**src/rtl/pfq_pkg.sv**
```systemverilog
package pfq_pkg;
  typedef enum logic [1:0] {
    FS_IDLE = 2'd0,
    FS_REQ  = 2'd1,
    FS_WAIT = 2'd2
  } pfq_fstate_e;
endpackage

```
**src/rtl/pfq_store.sv**
```systemverilog
module pfq_store #(
  parameter int DEPTH  = 6,
  parameter int BYTE_W = 8,
  localparam int PW = (DEPTH > 1) ? $clog2(DEPTH) : 1,
  localparam int CW = $clog2(DEPTH + 1)
) (
  input  logic              clk,
  input  logic              rst,
  input  logic              flush,
  input  logic [1:0]        push_cnt,
  input  logic [BYTE_W-1:0] push_b0,
  input  logic [BYTE_W-1:0] push_b1,
  input  logic              pop,
  output logic [BYTE_W-1:0] head,
  output logic              head_valid,
  output logic [CW-1:0]     count
);
  logic [BYTE_W-1:0] slots [DEPTH];
  logic [PW-1:0] rd_ptr, wr_ptr;
  logic pop_ok;

  function automatic logic [PW-1:0] wrap_inc(input logic [PW-1:0] p);
    return (p == PW'(DEPTH - 1)) ? '0 : p + PW'(1);
  endfunction

  assign pop_ok     = pop && (count != '0);
  assign head       = slots[rd_ptr];
  assign head_valid = (count != '0);

  // storage without reset so it can map onto distributed RAM
  always_ff @(posedge clk) begin
    if (push_cnt != 2'd0) slots[wr_ptr] <= push_b0;
    if (push_cnt == 2'd2) slots[wrap_inc(wr_ptr)] <= push_b1;
  end

  always_ff @(posedge clk) begin
    if (rst || flush) begin
      rd_ptr <= '0;
      wr_ptr <= '0;
      count  <= '0;
    end else begin
      if (pop_ok) rd_ptr <= wrap_inc(rd_ptr);
      if (push_cnt == 2'd2)      wr_ptr <= wrap_inc(wrap_inc(wr_ptr));
      else if (push_cnt == 2'd1) wr_ptr <= wrap_inc(wr_ptr);
      count <= CW'(count + CW'(push_cnt) - CW'(pop_ok));
    end
  end

  // a push never takes occupancy beyond DEPTH
  a_r3_no_overflow: assert property (@(posedge clk) disable iff (rst)
    (push_cnt != 2'd0 && !flush) |-> (int'(count) - int'(pop_ok) + int'(push_cnt) <= DEPTH));

  // occupancy register stays in range
  a_r3_count_range: assert property (@(posedge clk) disable iff (rst)
    count <= CW'(DEPTH));
endmodule

```
**src/rtl/pfq_fetch.sv**
```systemverilog
module pfq_fetch
  import pfq_pkg::*;
#(
  parameter int AW     = 20,
  parameter int DEPTH  = 6,
  parameter int BYTE_W = 8,
  localparam int CW     = $clog2(DEPTH + 1),
  localparam int WORD_W = 2 * BYTE_W
) (
  input  logic              clk,
  input  logic              rst,
  input  logic [AW-1:0]     reset_vector,
  input  logic              redirect,
  input  logic [AW-1:0]     target,
  input  logic [CW-1:0]     count,
  output logic              mem_req,
  output logic [AW-1:0]     mem_addr,
  input  logic              mem_ready,
  input  logic              mem_rvalid,
  input  logic [WORD_W-1:0] mem_rdata,
  output logic [1:0]        push_cnt,
  output logic [BYTE_W-1:0] push_b0,
  output logic [BYTE_W-1:0] push_b1
);
  pfq_fstate_e   state;
  logic [AW-1:0] pf_ptr;
  logic          discard;
  logic          room;

  assign room = (count <= CW'(DEPTH - 2));

  always_comb begin
    push_cnt = 2'd0;
    if (state == FS_WAIT && mem_rvalid && !discard && !redirect)
      push_cnt = mem_addr[0] ? 2'd1 : 2'd2;
    push_b0 = mem_addr[0] ? mem_rdata[WORD_W-1:BYTE_W] : mem_rdata[BYTE_W-1:0];
    push_b1 = mem_rdata[WORD_W-1:BYTE_W];
  end

  always_ff @(posedge clk) begin
    if (rst) begin
      state    <= FS_IDLE;
      pf_ptr   <= reset_vector;
      mem_req  <= 1'b0;
      mem_addr <= '0;
      discard  <= 1'b0;
    end else begin
      if (push_cnt != 2'd0) pf_ptr <= pf_ptr + AW'(push_cnt);
      if (redirect) pf_ptr <= target;
      case (state)
        FS_IDLE: begin
          if (!redirect && room) begin
            state    <= FS_REQ;
            mem_req  <= 1'b1;
            mem_addr <= pf_ptr;
          end
        end
        FS_REQ: begin
          if (mem_ready) begin
            mem_req <= 1'b0;
            state   <= FS_WAIT;
            if (redirect) discard <= 1'b1;
          end else if (redirect) begin
            mem_req <= 1'b0;
            state   <= FS_IDLE;
          end
        end
        FS_WAIT: begin
          if (mem_rvalid) begin
            state   <= FS_IDLE;
            discard <= 1'b0;
          end else if (redirect) begin
            discard <= 1'b1;
          end
        end
        default: state <= FS_IDLE;
      endcase
    end
  end

  // reset loads the pointer from the vector input
  a_r1_vector_load: assert property (@(posedge clk)
    rst |=> (pf_ptr == $past(reset_vector)));

  // a pending request holds until accepted
  a_r10_req_hold: assert property (@(posedge clk) disable iff (rst)
    (mem_req && !mem_ready && !redirect) |=> (mem_req && $stable(mem_addr)));

  // a request only starts when two slots are free
  a_r3_room_on_issue: assert property (@(posedge clk) disable iff (rst)
    $rose(mem_req) |-> (count <= CW'(DEPTH - 2)));

  // pointer moves past exactly the bytes enqueued
  a_r6_ptr_advance: assert property (@(posedge clk) disable iff (rst)
    (push_cnt != 2'd0 && !redirect) |=> (pf_ptr == $past(mem_addr) + AW'($past(push_cnt))));

  // after any push the pointer is word aligned
  a_r5_aligned_after: assert property (@(posedge clk) disable iff (rst)
    (push_cnt != 2'd0 && !redirect) |=> !pf_ptr[0]);
endmodule

```
**src/rtl/prefetch_queue.sv**
```systemverilog
module prefetch_queue #(
  parameter int AW     = 20,
  parameter int DEPTH  = 6,
  parameter int BYTE_W = 8,
  localparam int CW     = $clog2(DEPTH + 1),
  localparam int WORD_W = 2 * BYTE_W
) (
  input  logic              clk,
  input  logic              rst,
  input  logic [AW-1:0]     reset_vector,
  input  logic              redirect_valid,
  input  logic [AW-1:0]     redirect_addr,
  output logic              mem_req,
  output logic [AW-1:0]     mem_addr,
  input  logic              mem_ready,
  input  logic              mem_rvalid,
  input  logic [WORD_W-1:0] mem_rdata,
  output logic              out_valid,
  output logic [BYTE_W-1:0] out_byte,
  input  logic              out_ready
);
  logic [1:0]        push_cnt;
  logic [BYTE_W-1:0] push_b0, push_b1;
  logic [CW-1:0]     count;

  pfq_fetch #(.AW(AW), .DEPTH(DEPTH), .BYTE_W(BYTE_W)) u_fetch (
    .clk(clk), .rst(rst), .reset_vector(reset_vector),
    .redirect(redirect_valid), .target(redirect_addr), .count(count),
    .mem_req(mem_req), .mem_addr(mem_addr), .mem_ready(mem_ready),
    .mem_rvalid(mem_rvalid), .mem_rdata(mem_rdata),
    .push_cnt(push_cnt), .push_b0(push_b0), .push_b1(push_b1)
  );

  pfq_store #(.DEPTH(DEPTH), .BYTE_W(BYTE_W)) u_store (
    .clk(clk), .rst(rst), .flush(redirect_valid),
    .push_cnt(push_cnt), .push_b0(push_b0), .push_b1(push_b1),
    .pop(out_valid && out_ready),
    .head(out_byte), .head_valid(out_valid), .count(count)
  );

  // reset leaves the consumer side empty
  a_r1_reset_empty: assert property (@(posedge clk)
    rst |=> !out_valid);

  // a redirect empties the queue by the next cycle
  a_r7_flush_empty: assert property (@(posedge clk) disable iff (rst)
    redirect_valid |=> !out_valid);
endmodule

```
**config.mk**
```make
export PLATFORM = sky130hd
export DESIGN_NAME = prefetch_queue
export DESIGN_NICKNAME = d
export VERILOG_FILES = /design/src/rtl/pfq_pkg.sv /design/src/rtl/pfq_store.sv /design/src/rtl/pfq_fetch.sv /design/src/rtl/prefetch_queue.sv
export SDC_FILE = /design/constraint.sdc
export NUM_CORES = 1
export LEC_CHECK = 0
export ABC_CLOCK_PERIOD_IN_PS = 4100
export BUFFER_PORTS_ARGS = -buffer_cell sky130_fd_sc_hd__buf_2
export CORE_MARGIN = 4
export CORE_UTILIZATION = 57
export DETAILED_ROUTE_END_ITERATION = 10
export GPL_ROUTABILITY_DRIVEN = 0
export PLACE_DENSITY_LB_ADDON = 0.12
export SLEW_MARGIN = 40
export SYNTH_ARGS = -nofsm -noshare
export SYNTH_HDL_FRONTEND = slang
export SYNTH_HIERARCHICAL = 1
export SYNTH_SLANG_ARGS = --single-unit
```
**constraint.sdc**
```tcl
create_clock -name clk -period 4.1 [get_ports clk]
set_input_delay 1.025 -clock clk [delete_from_list [all_inputs] [get_ports clk]]
set_output_delay 1.025 -clock clk [all_outputs]
set_load 0.05 [all_outputs]
```
==> results of run 1 <==
[cell type report]
cell class	instances	area, sq um
fillers	811	3330
repair buffers	105	561
multi-input cells	335	2690
clock buffers	14	164
inverters	17	63.8
well taps	133	166
flip-flops and latches	104	2760
clock inverters	2	38.8
[registers in the layout, summed over array words and instances (netlist names), named ones only]
name	count
u_fetch/state	2
u_fetch/pf_ptr	20
u_fetch/mem_addr	20
u_store/wr_ptr	3
u_store/rd_ptr	3
u_store/count	3
u_store/slots	48
u_fetch/mem_req	1
u_fetch/discard	1
[path summary, 6_finish.rpt]
check	cells past startpoint	end	startpoint
worst max-delay path	11	u_fetch/pf_ptr[16]	mem_rvalid
worst min-delay path	2	u_fetch/mem_addr[11]	u_fetch/mem_addr[11]
worst max register to register	10	u_fetch/pf_ptr[16]	u_fetch/state[1]
worst min register to register	2	u_fetch/mem_addr[11]	u_fetch/mem_addr[11]
[worst register-to-register path, stage by stage, from the launching register on]
cell	delay [ns]
sky130_fd_sc_hd__dfxtp_1	0.42
sky130_fd_sc_hd__nand2_1	0.12
sky130_fd_sc_hd__nor4_1	0.25
sky130_fd_sc_hd__and2_1	0.24
sky130_fd_sc_hd__ha_1	0.20
sky130_fd_sc_hd__inv_1	0.06
sky130_fd_sc_hd__fa_1	0.42
sky130_fd_sc_hd__nand4b_1	0.39
sky130_fd_sc_hd__nor4_4	0.32
sky130_fd_sc_hd__mux2i_1	0.12
sky130_fd_sc_hd__a221o_1	0.27
[cells in the mapped netlist, drive strengths merged (2+ instances only)]
cell type,instances
or3,5
nand4,6
nor3,19
nand2,47
nand2b,4
nand3,27
fa,2
edfxtp,68
nor4b,2
or2,3
dfxtp,36
o22ai,4
xor2,3
a21oi,33
o41ai,2
mux2,73
inv,17
mux2i,13
nor2,13
ha,7
o21ai,8
clkbuf,16
a22oi,8
or3b,2
nor3b,3
mux4,8
xnor2,8
buf,22
and2,4
nor4,8
nor2b,5
[routing by layer]
metal,global-route usage [%],share of wire [%]
met4,8.75,1.8
met3,3.76,4.8
met1,28.1,41
met2,41.0,53
met5,0,0
[kinds of logic (layout without fill, tap and decap cells)]
| logic type | count (synthesis) | count (layout) | share of synthesized area, % |
|---|---|---|---|
| and+or+nand+nor | 154 | 154 | 15.6 |
| DFF | 104 | 104 | 48.2 |
| muxes | 94 | 94 | 20.1 |
| AOI/OAI and AO/OA | 67 | 67 | 7.12 |
| buffers and inverters | 55 | 138 | 5.06 |
| xor gates and xnor gates | 11 | 11 | 1.68 |
| adders and majority gates | 9 | 9 | 2.23 |
[power by group]
group          switching [mW]  internal (mW)  leakage (nW)  total, mW
Clock                   0.348          0.322         0.100      0.671
Combinational           0.188          0.123          1.33      0.311
Sequential             0.0428           1.17         0.931       1.21
Total                   0.579           1.61          2.36       2.19
[through the flow]
stage	area, sq um	cells	utilization [%]
3_5_place_dp	6240	694	63.9
3_3_place_gp	6240	694	63.9
2_1_floorplan	5730	494	-
5_1_grt	6450	710	66.0
4_1_cts	6450	710	65.9
6_report	6450	710	66.0
[placed cells by master, fill, tap and decap left out, types with 5 or more instances in the layout]
master / instances
sky130_fd_sc_hd__nor2_1: 13
sky130_fd_sc_hd__mux2_4: 6
sky130_fd_sc_hd__mux2_2: 63
sky130_fd_sc_hd__a22oi_1: 8
sky130_fd_sc_hd__buf_2: 91
sky130_fd_sc_hd__dfxtp_1: 36
sky130_fd_sc_hd__nand2_1: 46
sky130_fd_sc_hd__mux2i_1: 13
sky130_fd_sc_hd__nand3_1: 26
sky130_fd_sc_hd__edfxtp_1: 68
sky130_fd_sc_hd__nor3_1: 17
sky130_fd_sc_hd__o21ai_0: 6
sky130_fd_sc_hd__xnor2_1: 8
sky130_fd_sc_hd__ha_1: 7
sky130_fd_sc_hd__buf_4: 14
sky130_fd_sc_hd__or3_1: 5
sky130_fd_sc_hd__inv_1: 16
sky130_fd_sc_hd__mux4_2: 8
sky130_fd_sc_hd__clkbuf_8: 9
sky130_fd_sc_hd__nor2b_1: 5
sky130_fd_sc_hd__a21oi_1: 33
==> run summary, run 1 <==
GLOBAL ROUTE
--------------------------------------------------------------------------------
Overflow left after global routing                                             0
Initial antenna violation count                                                0
Vias in the first global route                                             4,222
Maximum number of pins on one net before global-route repair                  33
GRT Overall Usage                                                          23.1%
Global-route wire length before repair                                   20.8 mm

STA
--------------------------------------------------------------------------------
Share of the cycle needed by the critical path after routing               81.3%
Setup repair after global routing missed its margin                        false
Fmax                                                                     300 MHz
Pins over their slew limit                                                     0
Final Hold Fails                                                               0
Layout Skew                                                           0.00769 ns
Final critical-path required period                                      3.33 ns
Worst Hold Slack                                                        0.456 ns
Final count of negative-setup-slack endpoints                                  0
Smallest setup slack after layout                                       0.767 ns
Pin slew with the least headroom to its limit                           0.752 ns
Max-slew headroom                                                          49.8%
Setup TNS                                                                   0 ns

CTS
--------------------------------------------------------------------------------
Clock root buffer                                                   sky130_fd_sc_hd__clkbuf_8
Post-cts resize count                                                          0
# hold bufs at CTS                                                             0
Clock slew at reported path FFs                                          0.10 ns
Clock latency at the later pin of the worst-skew pair                    0.37 ns
Number of levels the H-tree was split into                                     3
Cts bufs inserted                                                              9
Number of sinks handled by clock tree synthesis                              104
Post-CTS setup buffers                                                         0
Clock tree from TritonCTS                                                   done
Largest buffer count on any clock path                                         2

CRITICAL PATH
--------------------------------------------------------------------------------
Cell type of the slowest stage on the worst timing path             sky130_fd_sc_hd__fa_1
Buffer and inverter count on the worst path                                    2
Top fanout value on the critical path                                          4
Kind of critical path                                                  in -> reg
Kind of cell with the highest combined delay on the critical path   simple AND/OR/NAND/NOR gates
Series of cell instances along the critical path                    buf_2 > nand2_1 > nor4_1 > and2_1 > ha_1 > inv_1 > fa_1 > nand4b_1 > nor4_4 > mux2i_1 > a221o_1
Flop-to-flop setup slack                                                 1.06 ns
Arrival @ worst endpoint                                                 3.47 ns
Maximum single-stage delay on the critical path                          0.42 ns
Sort of element at the end of the critical path                             flop
WP data required                                                         4.23 ns
Startpoint Class                                                      input port

SYNTH
--------------------------------------------------------------------------------
Synthesized net count                                                        565
Warnings from Yosys                                                            6
Number of synthesized flops with an enable pin                                68
Cells taking the most area after synthesis                          sky130_fd_sc_hd__edfxtp_1, sky130_fd_sc_hd__dfxtp_1, sky130_fd_sc_hd__mux2_2
Post-synthesis instance area                                          5730 sq um
Cell count after synthesis                                                   494
Biggest area consumer among synthesized cells                       sky130_fd_sc_hd__edfxtp_1
Sequential-to-total area share from yosys stat                             48.2%
Share of Yosys cell area claimed by the top area cell type                 35.6%
Average instance area after synthesis                                 11.6 sq um
Asr flop ratio synth                                                          0%
Cell variety after synth                                                      66
Main synth FF type                                                  sky130_fd_sc_hd__edfxtp_1
Yosys reg bits                                                               104

FLOORPLANNING
--------------------------------------------------------------------------------
Overall die area                                                    11,700 sq um
Floorplan core area                                                   9770 sq um
Vert. Die Dim                                                             108 um
Die width                                                                 108 um
Initial Util                                                               58.7%
Top Ports                                                                     92
Rows                                                                          36

FINISH
--------------------------------------------------------------------------------
Ant. Diodes                                                                    0
Fraction of final layout cells sized beyond drive strength 1               36.6%
Area growth syn-to-layout                                                  12.5%
Number of nets in the final layout                                           643

HOLD PATH
--------------------------------------------------------------------------------
Worst Hold Class                                                      reg -> reg

ROUTING
--------------------------------------------------------------------------------
Sum of routed wire length over all layers                                13.1 mm
Residual DRC count                                                             0
Initial detailed-routing violation count                                     152
DR vias/cell                                                                5.83
First-pass iteration count of the detailed router                              5
Number of nets with antenna violations after detailed routing                  0
Via Count                                                                  4,139
Routed WL per cell                                                       18.4 um

RUN
--------------------------------------------------------------------------------
Number of max-capacitance violations reported                                  0

PLACEMENT
--------------------------------------------------------------------------------
Detailed-placement wirelength estimate                                   8.96 mm
Port Buf Inserts                                                              91
Placement Setup Slack                                                   0.360 ns

POWER
--------------------------------------------------------------------------------
Sum of internal, switching and leakage power                             2.19 mW
Standby leakage power                                                    2.36 nW
Power per cell area                                                  340 nW/um^2
Highest ir drop seen on vdd                                             0.255 mV

STATUS
--------------------------------------------------------------------------------
Status                                                              complete, no violations

Power figures use the tool's default switching activity.
==> run 2: changes to the inputs <==
- ABC_CLOCK_PERIOD_IN_PS: 4100 -> 3450
- clock period: 4.1 -> 3.45 ns (I/O delays scaled with it)
==> run 2 against run 1 <==
  * Design area increased by 1.0%
  * Routed wire length decreased by 2.2%
  * Combinational power increased by 19%
  * Worst hold slack improved by 0.0027 ns
  * Sequential share of layout area decreased by 0.43 points
  * Register-to-register slack got worse by 0.42 ns
  * Clock power increased by 16%
  * Die area unchanged
  * Count of clock-buffer cells in the layout decreased by 5
  * Clock skew increased by 0.0044 ns
  * Sequential power increased by 19%
  * Largest cell class unchanged
  * Largest power group unchanged
==> run summary, run 2 (synthesis gave the netlist of run 1 again) <==
STATUS
-------------------------------------------------------------------------------------
Status                                                                   complete, no violations

FINISH
-------------------------------------------------------------------------------------
Fraction of final layout cells sized beyond drive strength 1                    38.2%   +1.7 points
Number of nets in the final layout                                                652   +1.4%
Registers with the most flip-flops                                       u_store/slots (48), u_fetch/mem_addr (20), u_fetch/pf_ptr (20)
Ant. Diodes                                                                         0   unchanged
Area growth syn-to-layout                                                       13.6%
Fraction of the core area covered by cells at the end of the flow               66.6%   +0.67 points
Most frequent cells in the layout                                        sky130_fd_sc_hd__buf_2, sky130_fd_sc_hd__edfxtp_1, sky130_fd_sc_hd__mux2_2
Register name with the most flops                                        u_store/slots
Number of flip-flops in the largest register                                       48   unchanged
Most frequent standard cell in the layout excluding fill and tap cells   sky130_fd_sc_hd__buf_2

FLOORPLANNING
-------------------------------------------------------------------------------------
Top Ports                                                                          92   unchanged
Initial Util                                                                    58.7%   unchanged
Floorplan core area                                                        9770 sq um   unchanged
Die width                                                                      108 um   unchanged
Overall die area                                                         11,700 sq um   unchanged
Rows                                                                               36   unchanged
Vert. Die Dim                                                                  108 um   unchanged

CTS
-------------------------------------------------------------------------------------
# hold bufs at CTS                                                                  0   unchanged
Clock tree from TritonCTS                                                        done
Number of sinks handled by clock tree synthesis                                   104   unchanged
Largest buffer count on any clock path                                              2   unchanged
Post-CTS setup buffers                                                              0   unchanged
Clock slew at reported path FFs                                               0.10 ns   about the same
Cts bufs inserted                                                                   9   unchanged
Post-cts resize count                                                               0   unchanged
Clock root buffer                                                        sky130_fd_sc_hd__clkbuf_8
Clock latency at the later pin of the worst-skew pair                         0.37 ns   about the same
Number of levels the H-tree was split into                                          3   unchanged

STA
-------------------------------------------------------------------------------------
Final count of negative-setup-slack endpoints                                       0   unchanged
Fmax                                                                          342 MHz
Pins over their slew limit                                                          0   unchanged
Worst Hold Slack                                                             0.459 ns   +0.00274 ns
Setup repair after global routing missed its margin                             false
Final critical-path required period                                           2.93 ns
Share of the cycle needed by the critical path after routing                    84.8%
Layout Skew                                                                 0.0121 ns   +0.00444 ns
Max-slew headroom                                                               47.6%   -2.2 points
Final Hold Fails                                                                    0   unchanged
Pin slew with the least headroom to its limit                                0.785 ns   +0.0331 ns
Setup TNS                                                                        0 ns   unchanged

CRITICAL PATH
-------------------------------------------------------------------------------------
Kind of critical path                                                       in -> reg
Sort of element at the end of the critical path                                  flop
Buffer and inverter count on the worst path                                         3   +1
Kind of cell with the highest combined delay on the critical path        simple AND/OR/NAND/NOR gates
Series of cell instances along the critical path                         buf_2 > nand2_1 > nor4_1 > and2_1 > ha_1 > inv_1 > fa_1 > nand4b_1 > buf_4 > nor4_4 > mux2i_1 > a221o_1
Arrival @ worst endpoint                                                      3.06 ns   -0.41 ns
Top fanout value on the critical path                                               4   unchanged
Startpoint Class                                                           input port
Maximum single-stage delay on the critical path                               0.38 ns   -0.04 ns
WP data required                                                              3.58 ns   -0.65 ns
Cell type of the slowest stage on the worst timing path                  sky130_fd_sc_hd__fa_1

ROUTING
-------------------------------------------------------------------------------------
Residual DRC count                                                                  0   unchanged
Number of nets with antenna violations after detailed routing                       0   unchanged
Via Count                                                                       4,122   -0.41%
First-pass iteration count of the detailed router                                   4   -1
Sum of routed wire length over all layers                                     12.8 mm   -2.2%
DR vias/cell                                                                     5.73   -1.7%
Initial detailed-routing violation count                                          208   +37%
Routed WL per cell                                                            17.8 um   -3.4%

PLACEMENT
-------------------------------------------------------------------------------------
Port Buf Inserts                                                                   91   unchanged
Detailed-placement wirelength estimate                                        8.86 mm   -1.1%

RUN
-------------------------------------------------------------------------------------
Number of max-capacitance violations reported                                       0   unchanged

POWER
-------------------------------------------------------------------------------------
Sum of internal, switching and leakage power                                  2.59 mW   +18%
Highest ir drop seen on vdd                                                  0.240 mV   -5.9%
Power per cell area                                                       397 nW/um^2   +17%
Standby leakage power                                                         2.40 nW   +1.8%

GLOBAL ROUTE
-------------------------------------------------------------------------------------
Overflow left after global routing                                                  0   unchanged
Maximum number of pins on one net before global-route repair                       31   -6.1%
Global-route wire length before repair                                        20.8 mm   -0.16%
Initial antenna violation count                                                     0   unchanged
GRT Overall Usage                                                               22.9%   -0.20 points
Vias in the first global route                                                  4,157   -1.5%

HOLD PATH
-------------------------------------------------------------------------------------
Worst Hold Class                                                           reg -> reg

## run 2: area by class of cell
class                      count  area, sq um
multi-input combinational    335         2690
fill                         811         3260
sequential                   104         2760
clock inverter                 7         76.3
clock buffer                   9          124
tap                          133          166
inverter                      17         63.8
timing repair buffer         114          628
## run 2: path summary, 6_finish.rpt
check                           slack (ns)                   to  depth (start not counted)           startpoint
worst max-delay path                  0.52   u_fetch/pf_ptr[16]                         12           mem_rvalid
worst min-delay path                  0.46  u_fetch/mem_addr[4]                          2  u_fetch/mem_addr[4]
worst max register to register        0.64   u_fetch/pf_ptr[16]                         11     u_fetch/state[1]
worst min register to register        0.46  u_fetch/mem_addr[4]                          2  u_fetch/mem_addr[4]
## run 2: stage by stage
stage          setup WS [ns]  instances  cell area [sq um]
3_3_place_gp           0.179        703               6310
6_report               0.524        719               6510
3_5_place_dp           0.151        703               6310
2_1_floorplan          0.168        494               5730
5_1_grt                0.284        719               6510
4_1_cts                0.517        719               6510
## run 2: power by group
part           switching (mW)  total (mW)  internal (mW)
Clock                   0.437       0.779          0.342
Combinational           0.224       0.370          0.146
Sequential             0.0511        1.44           1.39
Total                   0.712        2.59           1.88
## run 2: layer usage
| metal | track usage (%) | part of all wire, % |
|---|---|---|
| met5 | 0 | 0 |
| met1 | 27.0 | 41 |
| met2 | 41.8 | 53 |
| met3 | 3.40 | 4.6 |
| met4 | 8.84 | 1.6 |
## run 2: worst reg2reg max path, cell delays in order (launching register included)
cell	delay (ns)
sky130_fd_sc_hd__dfxtp_1	0.42
sky130_fd_sc_hd__nand2_1	0.13
sky130_fd_sc_hd__nor4_1	0.24
sky130_fd_sc_hd__and2_1	0.21
sky130_fd_sc_hd__ha_1	0.17
sky130_fd_sc_hd__inv_1	0.05
sky130_fd_sc_hd__fa_1	0.38
sky130_fd_sc_hd__nand4b_1	0.20
sky130_fd_sc_hd__buf_4	0.19
sky130_fd_sc_hd__nor4_4	0.22
sky130_fd_sc_hd__mux2i_1	0.11
sky130_fd_sc_hd__a221o_1	0.26
